### src/rtl/cmd_rx_pkg.sv
// Shared widths, state encoding and response codes for the command frame receiver.
package cmd_rx_pkg;
    localparam int WORD_W = 16;
    localparam int OP_W   = 4;
    localparam int LEN_W  = 12;

    localparam logic [3:0] CODE_ACK  = 4'h1;
    localparam logic [3:0] CODE_NACK = 4'h2;

    typedef enum logic [1:0] {
        ST_IDLE,
        ST_COLLECT,
        ST_EXEC,
        ST_RESP
    } rx_state_t;
endpackage

### src/rtl/cmd_hdr_decode.sv
// Splits a header word into opcode and length and classifies it.
// Assumes: the length counts the header itself; argument count is length-1.
module cmd_hdr_decode
    import cmd_rx_pkg::*;
#(
    parameter int          DEPTH   = 64,
    parameter logic [15:0] OP_MASK = 16'h00FF
) (
    input  logic [WORD_W-1:0] word,
    output logic [OP_W-1:0]   opcode,
    output logic [LEN_W-1:0]  len,
    output logic              op_known,
    output logic              len_zero,
    output logic              len_fits
);
    // Field extraction and legality flags.
    always_comb begin
        opcode   = word[15:12];
        len      = word[11:0];
        op_known = OP_MASK[opcode];
        len_zero = (len == '0);
        len_fits = (len <= LEN_W'(DEPTH + 1));
    end
endmodule

### src/rtl/cmd_word_buf.sv
// Argument word store: one synchronous write port, one combinational read port.
// Assumes: the writer never addresses beyond DEPTH-1.
module cmd_word_buf #(
    parameter int DEPTH = 64,
    parameter int W     = 16,
    localparam int AW   = $clog2(DEPTH)
) (
    input  logic          clk,
    input  logic          we,
    input  logic [AW-1:0] waddr,
    input  logic [W-1:0]  wdata,
    input  logic [AW-1:0] raddr,
    output logic [W-1:0]  rdata
);
    logic [W-1:0] mem [DEPTH];

    // Store an argument word.
    always_ff @(posedge clk) begin
        if (we) mem[waddr] <= wdata;
    end

    // Read the selected argument.
    always_comb rdata = mem[raddr];
endmodule

### src/rtl/cmd_frame_ctrl.sv
// Framing state machine: header capture, argument count-down, executor
// handshake and response generation.
// Assumes: decode flags describe in_word in the current cycle.
module cmd_frame_ctrl
    import cmd_rx_pkg::*;
#(
    parameter int DEPTH = 64,
    localparam int AW   = $clog2(DEPTH)
) (
    input  logic              clk,
    input  logic              rst_n,
    input  logic              in_valid,
    input  logic [OP_W-1:0]   hdr_op,
    input  logic [LEN_W-1:0]  hdr_len,
    input  logic              hdr_known,
    input  logic              hdr_zero,
    input  logic              hdr_fits,
    input  logic              cmd_ready,
    input  logic              rsp_read,
    output rx_state_t         state,
    output logic [OP_W-1:0]   op_q,
    output logic [LEN_W-1:0]  len_q,
    output logic [WORD_W-1:0] rsp_q,
    output logic              buf_we,
    output logic [AW-1:0]     buf_waddr
);
    logic [LEN_W-1:0] remain;
    logic             ok_q;

    // Write strobe for argument words of a command that will be executed.
    always_comb begin
        buf_we    = (state == ST_COLLECT) && in_valid && ok_q;
        buf_waddr = wr_idx;
    end

    logic [AW-1:0] wr_idx;

    // Frame sequencing.
    always_ff @(posedge clk) begin
        if (!rst_n) begin
            state  <= ST_IDLE;
            op_q   <= '0;
            len_q  <= '0;
            rsp_q  <= '0;
            remain <= '0;
            ok_q   <= 1'b0;
            wr_idx <= '0;
        end else begin
            unique case (state)
                ST_IDLE: if (in_valid) begin
                    op_q   <= hdr_op;
                    len_q  <= hdr_len;
                    wr_idx <= '0;
                    remain <= hdr_len - LEN_W'(1);
                    ok_q   <= hdr_known && hdr_fits;
                    if (hdr_zero) begin
                        rsp_q <= {CODE_NACK, hdr_op, 8'h00};
                        state <= ST_RESP;
                    end else if (hdr_len == LEN_W'(1)) begin
                        if (hdr_known) begin
                            state <= ST_EXEC;
                        end else begin
                            rsp_q <= {CODE_NACK, hdr_op, 8'h00};
                            state <= ST_RESP;
                        end
                    end else begin
                        state <= ST_COLLECT;
                    end
                end
                ST_COLLECT: if (in_valid) begin
                    remain <= remain - LEN_W'(1);
                    if (ok_q) wr_idx <= wr_idx + AW'(1);
                    if (remain == LEN_W'(1)) begin
                        if (ok_q) begin
                            state <= ST_EXEC;
                        end else begin
                            rsp_q <= {CODE_NACK, op_q, 8'h00};
                            state <= ST_RESP;
                        end
                    end
                end
                ST_EXEC: if (cmd_ready) begin
                    rsp_q <= {CODE_ACK, op_q, 8'h00};
                    state <= ST_RESP;
                end
                ST_RESP: if (rsp_read) begin
                    state <= ST_IDLE;
                end
                default: state <= ST_IDLE;
            endcase
        end
    end
endmodule

### src/rtl/cmd_frame_rx.sv
// Top of the command frame receiver: decode, control and argument buffer.
// Assumes: one word per cycle at most on in_valid; executor and host
// strobes are raised only while the matching valid is high.
module cmd_frame_rx
    import cmd_rx_pkg::*;
#(
    parameter int          DEPTH   = 64,
    parameter logic [15:0] OP_MASK = 16'h00FF,
    localparam int         AW      = $clog2(DEPTH)
) (
    input  logic              clk,
    input  logic              rst_n,
    input  logic              in_valid,
    input  logic [WORD_W-1:0] in_word,
    output logic              busy,
    output logic              cmd_valid,
    input  logic              cmd_ready,
    output logic [OP_W-1:0]   cmd_opcode,
    output logic [LEN_W-1:0]  cmd_len,
    input  logic [AW-1:0]     cmd_rd_idx,
    output logic [WORD_W-1:0] cmd_rd_data,
    output logic              rsp_valid,
    output logic [WORD_W-1:0] rsp_word,
    input  logic              rsp_read
);
    logic [OP_W-1:0]  hdr_op;
    logic [LEN_W-1:0] hdr_len;
    logic             hdr_known, hdr_zero, hdr_fits;
    rx_state_t        state;
    logic [OP_W-1:0]  op_q;
    logic [LEN_W-1:0] len_q;
    logic [WORD_W-1:0] rsp_q;
    logic             buf_we;
    logic [AW-1:0]    buf_waddr;

    cmd_hdr_decode #(.DEPTH(DEPTH), .OP_MASK(OP_MASK)) u_dec (
        .word(in_word), .opcode(hdr_op), .len(hdr_len),
        .op_known(hdr_known), .len_zero(hdr_zero), .len_fits(hdr_fits)
    );

    cmd_frame_ctrl #(.DEPTH(DEPTH)) u_ctrl (
        .clk(clk), .rst_n(rst_n), .in_valid(in_valid),
        .hdr_op(hdr_op), .hdr_len(hdr_len), .hdr_known(hdr_known),
        .hdr_zero(hdr_zero), .hdr_fits(hdr_fits),
        .cmd_ready(cmd_ready), .rsp_read(rsp_read),
        .state(state), .op_q(op_q), .len_q(len_q), .rsp_q(rsp_q),
        .buf_we(buf_we), .buf_waddr(buf_waddr)
    );

    cmd_word_buf #(.DEPTH(DEPTH), .W(WORD_W)) u_buf (
        .clk(clk), .we(buf_we), .waddr(buf_waddr), .wdata(in_word),
        .raddr(cmd_rd_idx), .rdata(cmd_rd_data)
    );

    // Output view of the control state.
    always_comb begin
        cmd_valid  = (state == ST_EXEC);
        rsp_valid  = (state == ST_RESP);
        busy       = cmd_valid || rsp_valid;
        cmd_opcode = op_q;
        cmd_len    = len_q;
        rsp_word   = rsp_q;
    end
endmodule

### config.mk
export PLATFORM = sky130hd
export DESIGN_NAME = cmd_frame_rx
export DESIGN_NICKNAME = d
export VERILOG_FILES = /design/src/rtl/cmd_rx_pkg.sv /design/src/rtl/cmd_hdr_decode.sv /design/src/rtl/cmd_word_buf.sv /design/src/rtl/cmd_frame_ctrl.sv /design/src/rtl/cmd_frame_rx.sv
export SDC_FILE = /design/constraint.sdc
export NUM_CORES = 1
export LEC_CHECK = 0
export ABC_AREA = 1
export BUFFER_PORTS_ARGS = -buffer_cell sky130_fd_sc_hd__buf_2
export CORE_MARGIN = 3
export CORE_UTILIZATION = 40
export CTS_BUF_LIST = sky130_fd_sc_hd__clkbuf_4
export DETAILED_ROUTE_END_ITERATION = 8
export PLACE_DENSITY = 0.59
export SYNTH_ARGS = -nofsm -noshare
export SYNTH_HDL_FRONTEND = slang
export SYNTH_HIERARCHICAL = 1
export SYNTH_SLANG_ARGS = --single-unit
### constraint.sdc
create_clock -name clk -period 8.6 [get_ports clk]
set_input_delay 0.43 -clock clk [delete_from_list [all_inputs] [get_ports clk]]
set_output_delay 0.43 -clock clk [all_outputs]
set_load 0.01 [all_outputs]
==> results of run 1 <==
-- metrics by stage --
stage               std cells  hold WS (ns)  total power [mW]
floorplan                3951         0.442              6.66
global placement         5342         0.460              7.02
detailed placement       5342         0.458              7.03
CTS                      5832         0.179              11.3
global route             5842         0.169              11.7
finish                   5846         0.275              11.2
-- flip-flops by register name (all words and copies together) (netlist names) --
| signal | flops |
|---|---|
| u_buf/mem | 1024 |
| u_ctrl/buf_waddr | 6 |
| u_ctrl/len_q | 12 |
| u_ctrl/ok_q | 1 |
| u_ctrl/op_q | 4 |
| u_ctrl/remain | 12 |
| u_ctrl/rsp_q | 6 |
| u_ctrl/state | 2 |
-- worst max-delay path by stage --
stage	depth (start not counted)	to	slack [ns]	start
floorplan	8	u_buf/mem[48][0]	5.01	u_ctrl/state[1]
global placement	12	cmd_rd_data[4]	4.19	cmd_rd_idx[0]
detailed placement	12	cmd_rd_data[4]	4.23	cmd_rd_idx[0]
CTS	12	cmd_rd_data[4]	4.22	cmd_rd_idx[0]
global route	12	cmd_rd_data[9]	3.87	cmd_rd_idx[0]
finish	12	cmd_rd_data[9]	4.14	cmd_rd_idx[0]
-- repair_timing --
item	in CTS	in global routing
hold buffers	28	0
endpoints found under the hold margin	393	0
resized for setup	0	0
-- power by group through the flow --
| stage | combinational (mW) | clock (mW) | sequential [mW] |
|---|---|---|---|
| 4_1_cts | 1.17 | 4.32 | 5.78 |
| 5_1_grt | 1.31 | 4.60 | 5.79 |
| 2_1_floorplan | 0.761 | 0 | 5.90 |
| 6_report | 1.18 | 4.20 | 5.79 |
| 3_5_place_dp | 1.13 | 0 | 5.89 |
| 3_3_place_gp | 1.12 | 0 | 5.89 |
-- cells by family (layout without fill, tap and decap cells) --
family,after synthesis,count (layout),share of synthesized area
adder cells (fa/ha/maj),11,11,0.00308
flip-flops,1067,1067,0.707
buffers and inverters,338,731,0.0443
AO/OA/AOI/OAI,79,79,0.00994
AND/OR/NAND/NOR,2441,2441,0.235
other,1,24,0.0000839
XOR/XNOR,5,5,0.000980
-- Yosys cell counts (3+ instances only) --
library cell	instances	area, µm²
sky130_fd_sc_hd__buf_6	50	563
sky130_fd_sc_hd__nand3_1	913	4570
sky130_fd_sc_hd__nor4_1	8	50.1
sky130_fd_sc_hd__nor2_1	94	353
sky130_fd_sc_hd__o21ai_0	29	145
sky130_fd_sc_hd__inv_2	14	52.6
sky130_fd_sc_hd__nor2_2	19	119
sky130_fd_sc_hd__buf_1	17	63.8
sky130_fd_sc_hd__nand2_2	5	31.3
sky130_fd_sc_hd__xor2_1	3	26.3
sky130_fd_sc_hd__dfxtp_1	43	861
sky130_fd_sc_hd__nor3_1	7	35.0
sky130_fd_sc_hd__edfxtp_1	1024	30700
sky130_fd_sc_hd__nand4_1	10	62.6
sky130_fd_sc_hd__buf_4	45	338
sky130_fd_sc_hd__ha_1	11	138
sky130_fd_sc_hd__nand2_1	1375	5160
sky130_fd_sc_hd__a21oi_1	39	195
sky130_fd_sc_hd__clkbuf_1	32	120
sky130_fd_sc_hd__buf_2	118	591
sky130_fd_sc_hd__nor2_4	3	33.8
sky130_fd_sc_hd__inv_1	59	221
-- worst max-delay path: stages --
cell                      delay (ns)
sky130_fd_sc_hd__buf_8          0.46
sky130_fd_sc_hd__buf_4          0.90
sky130_fd_sc_hd__buf_4          0.74
sky130_fd_sc_hd__nand2_1        0.12
sky130_fd_sc_hd__nand3_1        0.14
sky130_fd_sc_hd__nand3_1        0.09
sky130_fd_sc_hd__nand2_1        0.20
sky130_fd_sc_hd__nand2_1        0.12
sky130_fd_sc_hd__nand3_1        0.10
sky130_fd_sc_hd__nand3_1        0.19
sky130_fd_sc_hd__nand2_1        0.23
sky130_fd_sc_hd__buf_2          0.16
-- layer usage --
layer,vias to the layer above,global-route usage,share of wire
met2,1285,0.316,0.45
met4,2,0.0854,0.030
met1,14800,0.288,0.43
li1,14300,-,-
met3,225,0.0521,0.087
met5,-,0,0.00014
-- area by class of cell --
type	count	area share
clock inverters	49	0.00443
repair buffers	194	0.0285
well taps	1488	0.0374
inverters	75	0.00626
clock buffers	413	0.0623
flip-flops and latches	1067	0.635
multi-input cells	2546	0.225
diodes	14	0.000704
==> metrics.csv, run 1 <==
metric;value;unit
final wirelength;122000;µm
Static Leakage;18.4;nW
clock share of power;0.376;
Root Buffer Master;sky130_fd_sc_hd__clkbuf_4;
Tightest Pin Transition;1.20;ns
warnings from Yosys;6;
maximum fanout count along the critical path;88;
vertical die dimension;340;µm
area taken by flip-flops and latches;31600;µm²
global router's overall resource usage;0.208;
drt initial violations;3008;
worst setup timing slack at the placement stage;4.23;ns
Starting Density;0.403;
Worst-path clk slew;0.06;ns
Setup Fix Bufs, Post-CTS;0;
worst setup path category;input port to output port;
arrival time at the worst endpoint;4.03;ns
Area growth syn-to-layout;11.3;%
number of antenna violations at the first check in global routing;8;
switching power total;2.87;mW
Fin Clk Skew;0.0985;ns
sequential fraction of design power;0.518;
PwrDens;224;nW/µm²
share of async-settable or async-resettable flops after synthesis;0;
x dimension of the die;340;µm
Rows;122;
internal power;8.30;mW
Std-Cell Core Area;111000;µm²
post-detailed-placement half-perimeter wirelength;65000;µm
Most used DFF post-synth;sky130_fd_sc_hd__edfxtp_1;
detailed-route DRC error count;0;
maximum clock insertion buffer count;4;
Avg Synthesized Cell Area;11.3;µm²
Cell variety after synth;39;
area taken by multi-input logic gates;11200;µm²
layout filler cell count;10400;
top library cells by usage in the layout, fill and taps aside;1,375 x sky130_fd_sc_hd__nand2_1, 1,024 x sky130_fd_sc_hd__edfxtp_1, 913 x sky130_fd_sc_hd__nand3_1;
Worst slew margin;0.197;
capture point of the worst reg-to-reg path;u_buf/mem[29][6];
share of total power consumed by net switching;0.257;
final count of hold timing violations;0;
startpoint type of the worst setup path;input port;
number of vias per cell;5.25;
category of the worst setup path capture point;output port;
drt wl/cell;20.8;µm
share of post-route cells with drive strength above 1;0.151;
largest net degree at the start of global routing;196;
area of all placed cells without fillers;49800;µm²
outcome;finished, final reports clean;
Via Count;30700;
Endpoint, Worst Hold;u_buf/mem[1][0];
IO Port Bufs;67;
period utilisation layout;0.519;
# H-tree levels;5;
instance count along the most critical hold path;2;
PnR worst setup slack;4.14;ns
worst-skew pair later-pin latency;1.19;ns
standard cell area after detailed placement;46100;µm²
synthesized instance count;3942;
gp weighted congestion;0.794;
router iterations before antenna repair;6;
first-pass GRT wire length;183000;µm
max frequency;224;MHz
Hold Startpoint;in_word[0];
grt ovf;0;
Final Max Tran Viols;0;
number of sinks on the clock net;1067;
setup repair after global routing missed its margin;no;
flop-to-flop setup slack;4.61;ns
reg-to-reg critical path startpoint;u_ctrl/state[1];
number of synthesized register bits;1067;
final setup TNS;0;ns
Cell Area, Synth;44700;µm²
clock tree from TritonCTS;built;
minimum clock period after layout;4.46;ns
Maximum Capacitance Violations;0;
combinational share of power;0.105;
most common cell after layout, fill and taps aside;sky130_fd_sc_hd__nand2_1;
number of buffers added by the clock tree synthesis step;293;
Antenna Nets Post-Route;0;
Top-Level Pins;78;
full die area;116000;µm²
worst min path class;input port to flop;
IR drop worst, VDD;156;µV
# setup viols final;0;
via count of the first global-routing pass;29900;
required time at the endpoint of the critical path;8.17;ns
FF-to-FF path depth;7;
Post-synth EDFFs;1024;
fraction of the core area covered by cells at the end of the flow;0.449;
Total Nets Final;4215;
Seq/Total Area, Yosys;0.707;
No activity file was read; power rests on OpenSTA's default activity.
==> run 2, diff against run 1 <==
Settings changed: PLACE_DENSITY 0.59 to 0.61.
Clock period 8.6 ns to 4 ns, I/O delays scaled along.
==> metrics.csv, run 2 (synthesized netlist as in run 1, its figures left out) <==
metric;value;unit
outcome;finished, final reports clean;
Top-Level Pins;78;
# setup viols final;0;
Starting Density;0.403;
minimum clock period after layout;3.58;ns
clock tree from TritonCTS;built;
number of antenna violations at the first check in global routing;6;
first-pass GRT wire length;185000;µm
worst setup path category;flop to flop;
via count of the first global-routing pass;29600;
arrival time at the worst endpoint;4.58;ns
worst-skew pair later-pin latency;1.18;ns
layout filler cell count;10300;
final setup TNS;0;ns
IO Port Bufs;67;
Static Leakage;18.8;nW
PnR worst setup slack;0.422;ns
final wirelength;124000;µm
final count of hold timing violations;0;
largest registers;u_buf/mem (1024), u_ctrl/len_q (12), u_ctrl/remain (12);
Maximum Capacitance Violations;0;
FF-to-FF path depth;14;
top library cells by usage in the layout, fill and taps aside;1,375 x sky130_fd_sc_hd__nand2_1, 1,024 x sky130_fd_sc_hd__edfxtp_1, 913 x sky130_fd_sc_hd__nand3_1;
maximum fanout count along the critical path;21;
gp weighted congestion;0.812;
# H-tree levels;5;
global router's overall resource usage;0.211;
post-CTS resize count;0;
number of buffers added by the clock tree synthesis step;292;
detailed-route DRC error count;0;
Rows;122;
PwrDens;484;nW/µm²
x dimension of the die;340;µm
maximum clock insertion buffer count;4;
Total Nets Final;4246;
setup repair after global routing missed its margin;no;
Largest Register;u_buf/mem;
share of post-route cells with drive strength above 1;0.159;
number of buffers inserted by hold repair at cts;32;
Tightest Pin Transition;1.18;ns
number of vias per cell;5.28;
IR drop worst, VDD;316;µV
worst min path class;input port to flop;
Worst slew margin;0.210;
number of sinks on the clock net;1067;
Setup Fix Bufs, Post-CTS;0;
instance count along the most critical hold path;4;
worst setup timing slack at the placement stage;1.00;ns
drt wl/cell;21.0;µm
full die area;116000;µm²
category of the worst setup path capture point;flop;
most common cell after layout, fill and taps aside;sky130_fd_sc_hd__nand2_1;
Final Max Tran Viols;0;
Antenna Nets Post-Route;0;
required time at the endpoint of the critical path;5.00;ns
Root Buffer Master;sky130_fd_sc_hd__clkbuf_4;
Largest register FFs;1024;
startpoint type of the worst setup path;flop;
post-detailed-placement half-perimeter wirelength;69100;µm
Area growth syn-to-layout;12.8;%
max frequency;279;MHz
grt ovf;0;
router iterations before antenna repair;5;
Std-Cell Core Area;111000;µm²
Worst-path clk slew;0.07;ns
largest net degree at the start of global routing;164;
Via Count;31100;
period utilisation layout;0.895;
Fin Clk Skew;0.138;ns
vertical die dimension;340;µm
drt initial violations;3411;
==> run 2: final timing paths <==
check	from	end	slack (ns)
setup reg to reg	u_ctrl/state[1]	u_ctrl/state[0]	0.42
hold / removal	rst_n	u_ctrl/len_q[1]	0.12
setup / recovery	u_ctrl/state[1]	u_ctrl/state[0]	0.42
hold reg to reg	u_ctrl/op_q[2]	u_ctrl/op_q[2]	0.48
==> run 2: metal layers <==
| metal | GRT usage | vias up | part of all wire |
|---|---|---|---|
| met5 | 0 | - | 0.00022 |
| met4 | 0.0666 | 4 | 0.023 |
| met3 | 0.0412 | 225 | 0.082 |
| met2 | 0.326 | 1338 | 0.46 |
| met1 | 0.300 | 15100 | 0.44 |
| li1 | - | 14400 | - |
==> run 2: report_power, final <==
part	internal, mW	switching (mW)
sequential	12.3	0.0909
combinational	0.759	1.80
clock	5.08	4.33
total	18.2	6.22
==> run 2: critical path, stage by stage (launching register included) <==
cell                            delay (ns)
sky130_fd_sc_hd__dfxtp_1              0.48
sky130_fd_sc_hd__inv_1                0.12
sky130_fd_sc_hd__ha_1                 0.19
sky130_fd_sc_hd__buf_4                0.22
sky130_fd_sc_hd__inv_2                0.24
sky130_fd_sc_hd__nor2_2               0.12
sky130_fd_sc_hd__nor2_1               0.10
sky130_fd_sc_hd__nand2_1              0.05
sky130_fd_sc_hd__o21ai_0              0.08
sky130_fd_sc_hd__nand3_1              0.09
sky130_fd_sc_hd__dlygate4sd3_1        0.57
sky130_fd_sc_hd__nand2_1              0.06
sky130_fd_sc_hd__dlygate4sd3_1        0.55
sky130_fd_sc_hd__nor2_1               0.04
sky130_fd_sc_hd__dlygate4sd3_1        0.55
==> run 2: layout make-up <==
type                    instances  area [µm²]  share of cell area
diodes                         10        25.0            0.000496
repair buffers                226        1880              0.0373
well taps                    1488        1860              0.0369
inverters                      75         310             0.00615
clock inverters                63         387             0.00767
multi-input cells            2546       11200               0.222
flip-flops and latches       1067       31600               0.627
clock buffers                 417        3130              0.0621
==> run 2: metrics by stage <==
stage / instances / hold slack [ns] / total power, mW / util / area [µm²]
global placement: 5370 / 0.462 / 15.1 / 0.420 / 46600
finish: 5892 / 0.124 / 24.4 / 0.455 / 50400
detailed placement: 5370 / 0.466 / 15.1 / 0.420 / 46600
floorplan: 3951 / 0.299 / 14.3 / - / 44700
global route: 5891 / 0.0645 / 25.5 / 0.455 / 50400
CTS: 5882 / 0.0267 / 24.6 / 0.455 / 50400
